`config.mk`:
```
export PLATFORM = sky130hd
export DESIGN_NAME = ctrl_frame_release
export DESIGN_NICKNAME = d
export VERILOG_FILES = /design/src/rtl/cfr_pkg.sv /design/src/rtl/cfr_datapath.sv /design/src/rtl/cfr_control.sv /design/src/rtl/ctrl_frame_release.sv
export SDC_FILE = /design/constraint.sdc
export NUM_CORES = 2
export LEC_CHECK = 0
export ABC_AREA = 1
export BUFFER_PORTS_ARGS = -buffer_cell sky130_fd_sc_hd__buf_2
export CAP_MARGIN = 10
export CORE_UTILIZATION = 51
export DETAILED_ROUTE_END_ITERATION = 12
export MAX_ROUTING_LAYER = met4
export PLACE_DENSITY = 0.68
export SLEW_MARGIN = 20
export SYNTH_ARGS = -nofsm -noshare
export SYNTH_HDL_FRONTEND = slang
export SYNTH_SLANG_ARGS = --single-unit
```
`constraint.sdc`:
```
create_clock -name clk -period 27.5 [get_ports clk]
set_clock_uncertainty 0.1 [all_clocks]
set_input_delay 1.375 -clock clk [delete_from_list [all_inputs] [get_ports clk]]
set_output_delay 1.375 -clock clk [all_outputs]
set_load 0.005 [all_outputs]
```
`src/rtl/cfr_pkg.sv`:
```
package cfr_pkg;
  parameter int unsigned TIME_W = 32;
  parameter int unsigned CYC_W  = 32;
  parameter int unsigned MEMB_W = 32;
  parameter int unsigned KIND_W = 4;
  parameter int unsigned TC_W   = 64;
  parameter logic [15:0] CTRL_ETYPE = 16'h891D;

  typedef struct packed {
    logic [CYC_W-1:0]  cyc;
    logic [MEMB_W-1:0] memb;
    logic [KIND_W-1:0] kind;
  } frameInfo_t;

  // strobes from control to datapath
  typedef struct packed {
    logic loadEn;
    logic fireEn;
  } strobes_t;
endpackage

```
`src/rtl/cfr_datapath.sv`:
```
module cfr_datapath
  import cfr_pkg::*;
#(
  parameter int DEPTH        = 8,
  parameter int MAX_TX_DELAY = 40
) (
  input  logic              clk,
  input  logic              rst,
  input  logic [TIME_W-1:0] localTime,
  input  frameInfo_t        inInfo,
  input  logic [TC_W-1:0]   inTransClock,
  input  strobes_t          stb,
  output logic              tooLate,
  output logic              full,
  output logic              due,
  output logic              relValid,
  output frameInfo_t        relInfo,
  output logic [TIME_W-1:0] relPermTime
);
  localparam int IDX_W = (DEPTH > 1) ? $clog2(DEPTH) : 1;
  // arrival tags only need to span the longest time a frame can stay held
  localparam int SEQ_W = $clog2(MAX_TX_DELAY + DEPTH + 1) + 2;
  localparam logic [TC_W-1:0]   MAX_TC   = TC_W'(MAX_TX_DELAY);
  localparam logic [TIME_W-1:0] MAX_TIME = TIME_W'(MAX_TX_DELAY);

  logic [DEPTH-1:0]  slotValid;
  logic [TIME_W-1:0] slotPerm [DEPTH];
  logic [SEQ_W-1:0]  slotSeq  [DEPTH];
  frameInfo_t        slotInfo [DEPTH];
  logic [SEQ_W-1:0]  nextSeq;
  logic [IDX_W-1:0]  freeIdx;
  logic [IDX_W-1:0]  winIdx;
  logic              winFound;
  logic [TIME_W-1:0] newPerm;

  function automatic logic goesFirst(input logic [TIME_W-1:0] permA,
                                     input logic [SEQ_W-1:0]  seqA,
                                     input logic [TIME_W-1:0] permB,
                                     input logic [SEQ_W-1:0]  seqB);
    logic [SEQ_W-1:0] seqDiff;
    seqDiff = seqA - seqB;
    return (permA < permB) || ((permA == permB) && seqDiff[SEQ_W-1]);
  endfunction

  assign tooLate = inTransClock > MAX_TC;
  assign newPerm = localTime + MAX_TIME - inTransClock[TIME_W-1:0];

  // lowest free slot
  always_comb begin
    freeIdx = '0;
    full    = 1'b1;
    for (int i = DEPTH - 1; i >= 0; i--) begin
      if (!slotValid[i]) begin
        freeIdx = IDX_W'(i);
        full    = 1'b0;
      end
    end
  end

  // earliest held frame: smallest permanence time, then oldest arrival
  always_comb begin
    winFound = 1'b0;
    winIdx   = '0;
    for (int i = 0; i < DEPTH; i++) begin
      if (slotValid[i] &&
          (!winFound || goesFirst(slotPerm[i], slotSeq[i], slotPerm[winIdx], slotSeq[winIdx]))) begin
        winFound = 1'b1;
        winIdx   = IDX_W'(i);
      end
    end
  end

  assign due = winFound && (localTime >= slotPerm[winIdx]);

  always_ff @(posedge clk) begin
    if (rst) begin
      slotValid   <= '0;
      nextSeq     <= '0;
      relValid    <= 1'b0;
      relInfo     <= '0;
      relPermTime <= '0;
    end else begin
      relValid <= stb.fireEn;
      if (stb.fireEn) begin
        slotValid[winIdx] <= 1'b0;
        relInfo           <= slotInfo[winIdx];
        relPermTime       <= slotPerm[winIdx];
      end
      if (stb.loadEn) begin
        slotValid[freeIdx] <= 1'b1;
        nextSeq            <= nextSeq + 1'b1;
      end
    end
  end

  always_ff @(posedge clk) begin
    if (stb.loadEn) begin
      slotPerm[freeIdx] <= newPerm;
      slotSeq[freeIdx]  <= nextSeq;
      slotInfo[freeIdx] <= inInfo;
    end
  end

  logic [TIME_W-1:0] prevRelPerm;
  logic              prevRelSeen;
  always_ff @(posedge clk) begin
    if (rst) begin
      prevRelSeen <= 1'b0;
      prevRelPerm <= '0;
    end else if (relValid) begin
      prevRelSeen <= 1'b1;
      prevRelPerm <= relPermTime;
    end
  end


  release_not_early_chk: assert property (@(posedge clk) disable iff (rst)
    relValid |-> $past(localTime) >= relPermTime);


  release_order_chk: assert property (@(posedge clk) disable iff (rst)
    (relValid && prevRelSeen) |-> relPermTime >= prevRelPerm);


  release_from_held_chk: assert property (@(posedge clk) disable iff (rst)
    stb.fireEn |=> relValid && ($countones($past(slotValid)) == $countones(slotValid) + (($past(stb.loadEn)) ? 0 : 1)));
endmodule

```
`src/rtl/cfr_control.sv`:
```
module cfr_control
  import cfr_pkg::*;
#(
  parameter int ERR_W = 16
) (
  input  logic             clk,
  input  logic             rst,
  input  logic             inValid,
  input  logic [15:0]      inEthType,
  input  logic             tooLate,
  input  logic             full,
  input  logic             due,
  output strobes_t         stb,
  output logic [ERR_W-1:0] errCount
);
  logic isCtrl;
  logic dropNow;

  assign isCtrl  = inValid && (inEthType == CTRL_ETYPE);
  assign dropNow = isCtrl && (tooLate || full);

  always_comb begin
    stb.loadEn = isCtrl && !tooLate && !full;
    stb.fireEn = due;
  end

  always_ff @(posedge clk) begin
    if (rst) errCount <= '0;
    else if (dropNow) errCount <= errCount + 1'b1;
  end


  err_step_chk: assert property (@(posedge clk) disable iff (rst)
    (errCount == $past(errCount)) || (errCount == $past(errCount) + 1'b1));


  foreign_quiet_chk: assert property (@(posedge clk) disable iff (rst)
    (inValid && inEthType != CTRL_ETYPE) |=> errCount == $past(errCount));


  late_drop_chk: assert property (@(posedge clk) disable iff (rst)
    (isCtrl && tooLate) |=> errCount == $past(errCount) + 1'b1);


  full_drop_chk: assert property (@(posedge clk) disable iff (rst)
    (isCtrl && full) |=> errCount == $past(errCount) + 1'b1);
endmodule

```
`src/rtl/ctrl_frame_release.sv`:
```
module ctrl_frame_release
  import cfr_pkg::*;
#(
  parameter int DEPTH        = 8,
  parameter int MAX_TX_DELAY = 40,
  parameter int ERR_W        = 16
) (
  input  logic              clk,
  input  logic              rst,
  input  logic [TIME_W-1:0] localTime,
  input  logic              inValid,
  input  logic [15:0]       inEthType,
  input  logic [CYC_W-1:0]  inCycle,
  input  logic [MEMB_W-1:0] inMember,
  input  logic [KIND_W-1:0] inKind,
  input  logic [TC_W-1:0]   inTransClock,
  output logic              relValid,
  output logic [CYC_W-1:0]  relCycle,
  output logic [MEMB_W-1:0] relMember,
  output logic [KIND_W-1:0] relKind,
  output logic [TIME_W-1:0] relPermTime,
  output logic [ERR_W-1:0]  errCount
);
  frameInfo_t inInfo;
  frameInfo_t relInfo;
  strobes_t   stb;
  logic       tooLate;
  logic       full;
  logic       due;

  assign inInfo.cyc  = inCycle;
  assign inInfo.memb = inMember;
  assign inInfo.kind = inKind;

  cfr_control #(.ERR_W(ERR_W)) u_control (
    .clk(clk), .rst(rst), .inValid(inValid), .inEthType(inEthType),
    .tooLate(tooLate), .full(full), .due(due), .stb(stb), .errCount(errCount)
  );

  cfr_datapath #(.DEPTH(DEPTH), .MAX_TX_DELAY(MAX_TX_DELAY)) u_datapath (
    .clk(clk), .rst(rst), .localTime(localTime), .inInfo(inInfo),
    .inTransClock(inTransClock), .stb(stb), .tooLate(tooLate), .full(full),
    .due(due), .relValid(relValid), .relInfo(relInfo), .relPermTime(relPermTime)
  );

  assign relCycle  = relInfo.cyc;
  assign relMember = relInfo.memb;
  assign relKind   = relInfo.kind;
endmodule

```
==> metrics.yaml <==
status: "finished, final reports clean"
die_area_um2: 111000
cts_root_buf: "clkbuf_16"
initial_core_util_pct: 51.8
synth_area_um2: 55700
rows: 120
synthCells: 6160
portBuffers: 299
drtIter0Drc: 5533
io_pins: 300
drive_gt1_share_pct: 9.88
globalplace.congestion: 0.997
synthXorXnorAreaFrac_pct: 0.518
synth_top_flop_cell: "edfxtp_1"
antenna_found_initial: 16
synth_top_area_cell: "edfxtp_1"
startpoint: "u_datapath.slotPerm[1][30]$_DFFE_PP_"
path_class: "reg -> reg"
synthAdderAreaFrac_pct: 8.14
grt_start_max_net_pins: 175
viasPerCell: 6.04
reg2reg_from: "u_datapath.slotPerm[1][30]$_DFFE_PP_"
grt-ovfl-total: 0
synth-async-reset-ratio_pct: 0
min_period_ps: 26550
cts_buffers: 105
finalMaxSlewViolations: 0
cts_tree: "yes"
drcViolationCount: 0
synth-compound-area-share_pct: 12.4
yosysWarnings: 0
hold_viol_final: 0
max_slew_margin_pct: 21.3
crit_top_cell: "nand2_1"
synth_common_cells: "nand2_1, edfxtp_1, inv_1, nand3_1, o21ai_0"
core_area_um2: 108000
r2r_end: "u_datapath.slotValid[0]$_SDFF_PP0_"
yosysMostFrequentCell: "nand2_1"
h-tree-depth: 3
synth_top_family_by_area: "simple AND/OR/NAND/NOR gates"
grtUsageTotal_pct: 34.4
synth_area_leaders: "edfxtp_1, ha_1, nand2_1"
power_density_nw_per_um2: 53.0
syn_area_per_cell_um2: 9.05
insertion_delay_ps: 720
hold_buffers: 0
tightestPinTransition_ps: 1180
p_total_mw: 3.32
grt_pass1_vias: 44400
reg2reg_slack_ps: 950
dp_hpwl_um: 122000
wl_per_cell_um: 24.0
setup_violations: 0
nNetsFinal: 6884
area_growth_syn_to_layout_pct: 12.3
routed_wl_um: 188000
clk_pin_slew_worst_paths_ps: 60
worst_hold_path_type: "reg -> reg"
vias: 47400
leakage_nw: 26.0
clock.fmax_mhz: 37.7
reg2reg_depth: 121
fp.dieH_um: 333
rsz0062_at_grt: "false"
slowest_delay_ps: 630
finalSetupTns_ps: 0
cp.required_ps: 28030
cts_max_path_buffers: 3
cts.sinks: 997
synth-seq-cells: 997
arrival_ps: 27080
synth_edf_count: 864
maxCapViolations: 0
min_path_cells: 1
synth_top_area_share_pct: 46.5
fp.dieW_um: 333
crit_end: "u_datapath.slotValid[0]$_SDFF_PP0_"
yosys.area_share.simple_pct: 20.4
endpoint_kind: "flip-flop"
worstPathMaxFanout: 81
synth.distinct_cells: 53
syn_nets: 6705
yosys-mux-area-fraction_pct: 0.0359
yosysSeqAreaShare_pct: 51.3
drtAntennaViolNets: 0
grt_pass1_wl_um: 280000
slowest_stage: "nor3_1"
startpoint_type: "flip-flop"
irDropWorstVdd_v: 0.0000651
period_share_pct: 96.6
dr.pass1.iters: 9
[critical path, delay by kind of cell (launching register included)]
family | cells | cell delay (ps)
simple gates | 64 | 12230
compound gates | 33 | 6200
buf+inv | 16 | 4600
fa+ha+maj | 8 | 2530
flops | 1 | 500
[state kept, by name, summed over array words and instances (netlist names)]
| signal | count |
|---|---|
| u_datapath.slotInfo | 544 |
| u_datapath.nextSeq | 8 |
| u_datapath.relInfo | 68 |
| u_datapath.relValid | 1 |
| u_datapath.slotSeq | 64 |
| u_datapath.relPermTime | 32 |
| u_datapath.slotValid | 8 |
| u_datapath.slotPerm | 256 |
| u_control.errCount | 16 |
[how the worst min path moves through the flow]
stage / start / end / slack (ps)
after detailed placement: u_control.errCount[15]$_SDFFE_PP0P_ / u_control.errCount[15]$_SDFFE_PP0P_ / 340
final: u_control.errCount[15]$_SDFFE_PP0P_ / u_control.errCount[15]$_SDFFE_PP0P_ / 360
after floorplan: u_control.errCount[15]$_SDFFE_PP0P_ / u_control.errCount[15]$_SDFFE_PP0P_ / 350
after global routing: u_control.errCount[15]$_SDFFE_PP0P_ / u_control.errCount[15]$_SDFFE_PP0P_ / 380
after global placement: u_control.errCount[15]$_SDFFE_PP0P_ / u_control.errCount[15]$_SDFFE_PP0P_ / 330
after CTS: u_control.errCount[15]$_SDFFE_PP0P_ / u_control.errCount[15]$_SDFFE_PP0P_ / 360
[routing by layer]
| layer | vias up | global-route usage (%) | routed length [µm] |
|---|---|---|---|
| li1 | 21900 | - | - |
| met1 | 22500 | 45.3 | 76900 |
| met2 | 2556 | 52.5 | 84900 |
| met3 | 470 | 6.21 | 18100 |
| met4 | 0 | 13.9 | 8570 |
| met5 | - | - | 0 |
[final cells by class]
type	instances	area, µm²
clock inverter	60	862
timing repair buffer	411	2550
sequential	997	28600
antenna	15	37.5
multi-input combinational	4145	23400
inverter	679	2560
tap	1403	1760
fill	9285	45000
clock buffer	138	2870
[kinds of logic after synthesis]
group                    after synthesis
adder cells (fa/ha/maj)              362
XOR/XNOR                              33
AND/OR/NAND/NOR                     2527
multiplexers                           2
buffers and inverters               1020
AO/OA/AOI/OAI                       1219
flip-flops                           997
[placed cells by master (no fill, tap or decap), types with 13 or more instances in the layout]
cell | netlist | routed
clkbuf_16 | 0 | 106
bufinv_16 | 0 | 19
xor2_1 | 20 | 20
nand2_1 | 1048 | 1044
ha_1 | 361 | 361
nand3_1 | 592 | 591
clkinv_2 | 0 | 19
buf_2 | 74 | 299
o211ai_1 | 122 | 122
diode_2 | 0 | 15
a221oi_1 | 13 | 13
a21oi_1 | 347 | 347
a22oi_1 | 13 | 13
nor2_1 | 546 | 536
o21ai_0 | 548 | 545
nor3_1 | 22 | 20
inv_1 | 671 | 668
buf_4 | 20 | 93
clkbuf_1 | 207 | 22
nor4_1 | 22 | 19
xnor2_1 | 13 | 13
dfxtp_1 | 133 | 133
nand3b_1 | 232 | 232
a211oi_1 | 27 | 26
nand4_1 | 40 | 40
edfxtp_1 | 864 | 864
a31oi_1 | 62 | 62
[timing repair]
item	4_1_cts	5_1_grt
setup endpoints to repair	72	109
buffers inserted	0	4
gates resized for setup	2	28
gates cloned	0	2
hold endpoints to repair	0	0
pin swaps	0	2
[stage by stage]
stage / cells / utilization (%) / setup WS [ps] / area [µm²] / hold WS [ps]
after floorplan: 6160 / - / 8390 / 55700 / 346
after global placement: 7628 / 54.5 / 293 / 58700 / 328
after detailed placement: 7629 / 54.5 / -74.1 / 58700 / 340
after CTS: 7827 / 58.0 / 113 / 62400 / 358
after global routing: 7848 / 58.2 / 37.2 / 62600 / 384
final: 7848 / 58.2 / 948 / 62600 / 363
[report_power, final]
| part | internal, mW | switching, mW |
|---|---|---|
| clock network | 0.916 | 0.620 |
| registers | 1.67 | 0.0000000588 |
| logic | 0.0313 | 0.0852 |
| total | 2.62 | 0.705 |
(Power assumes the default switching activity.)
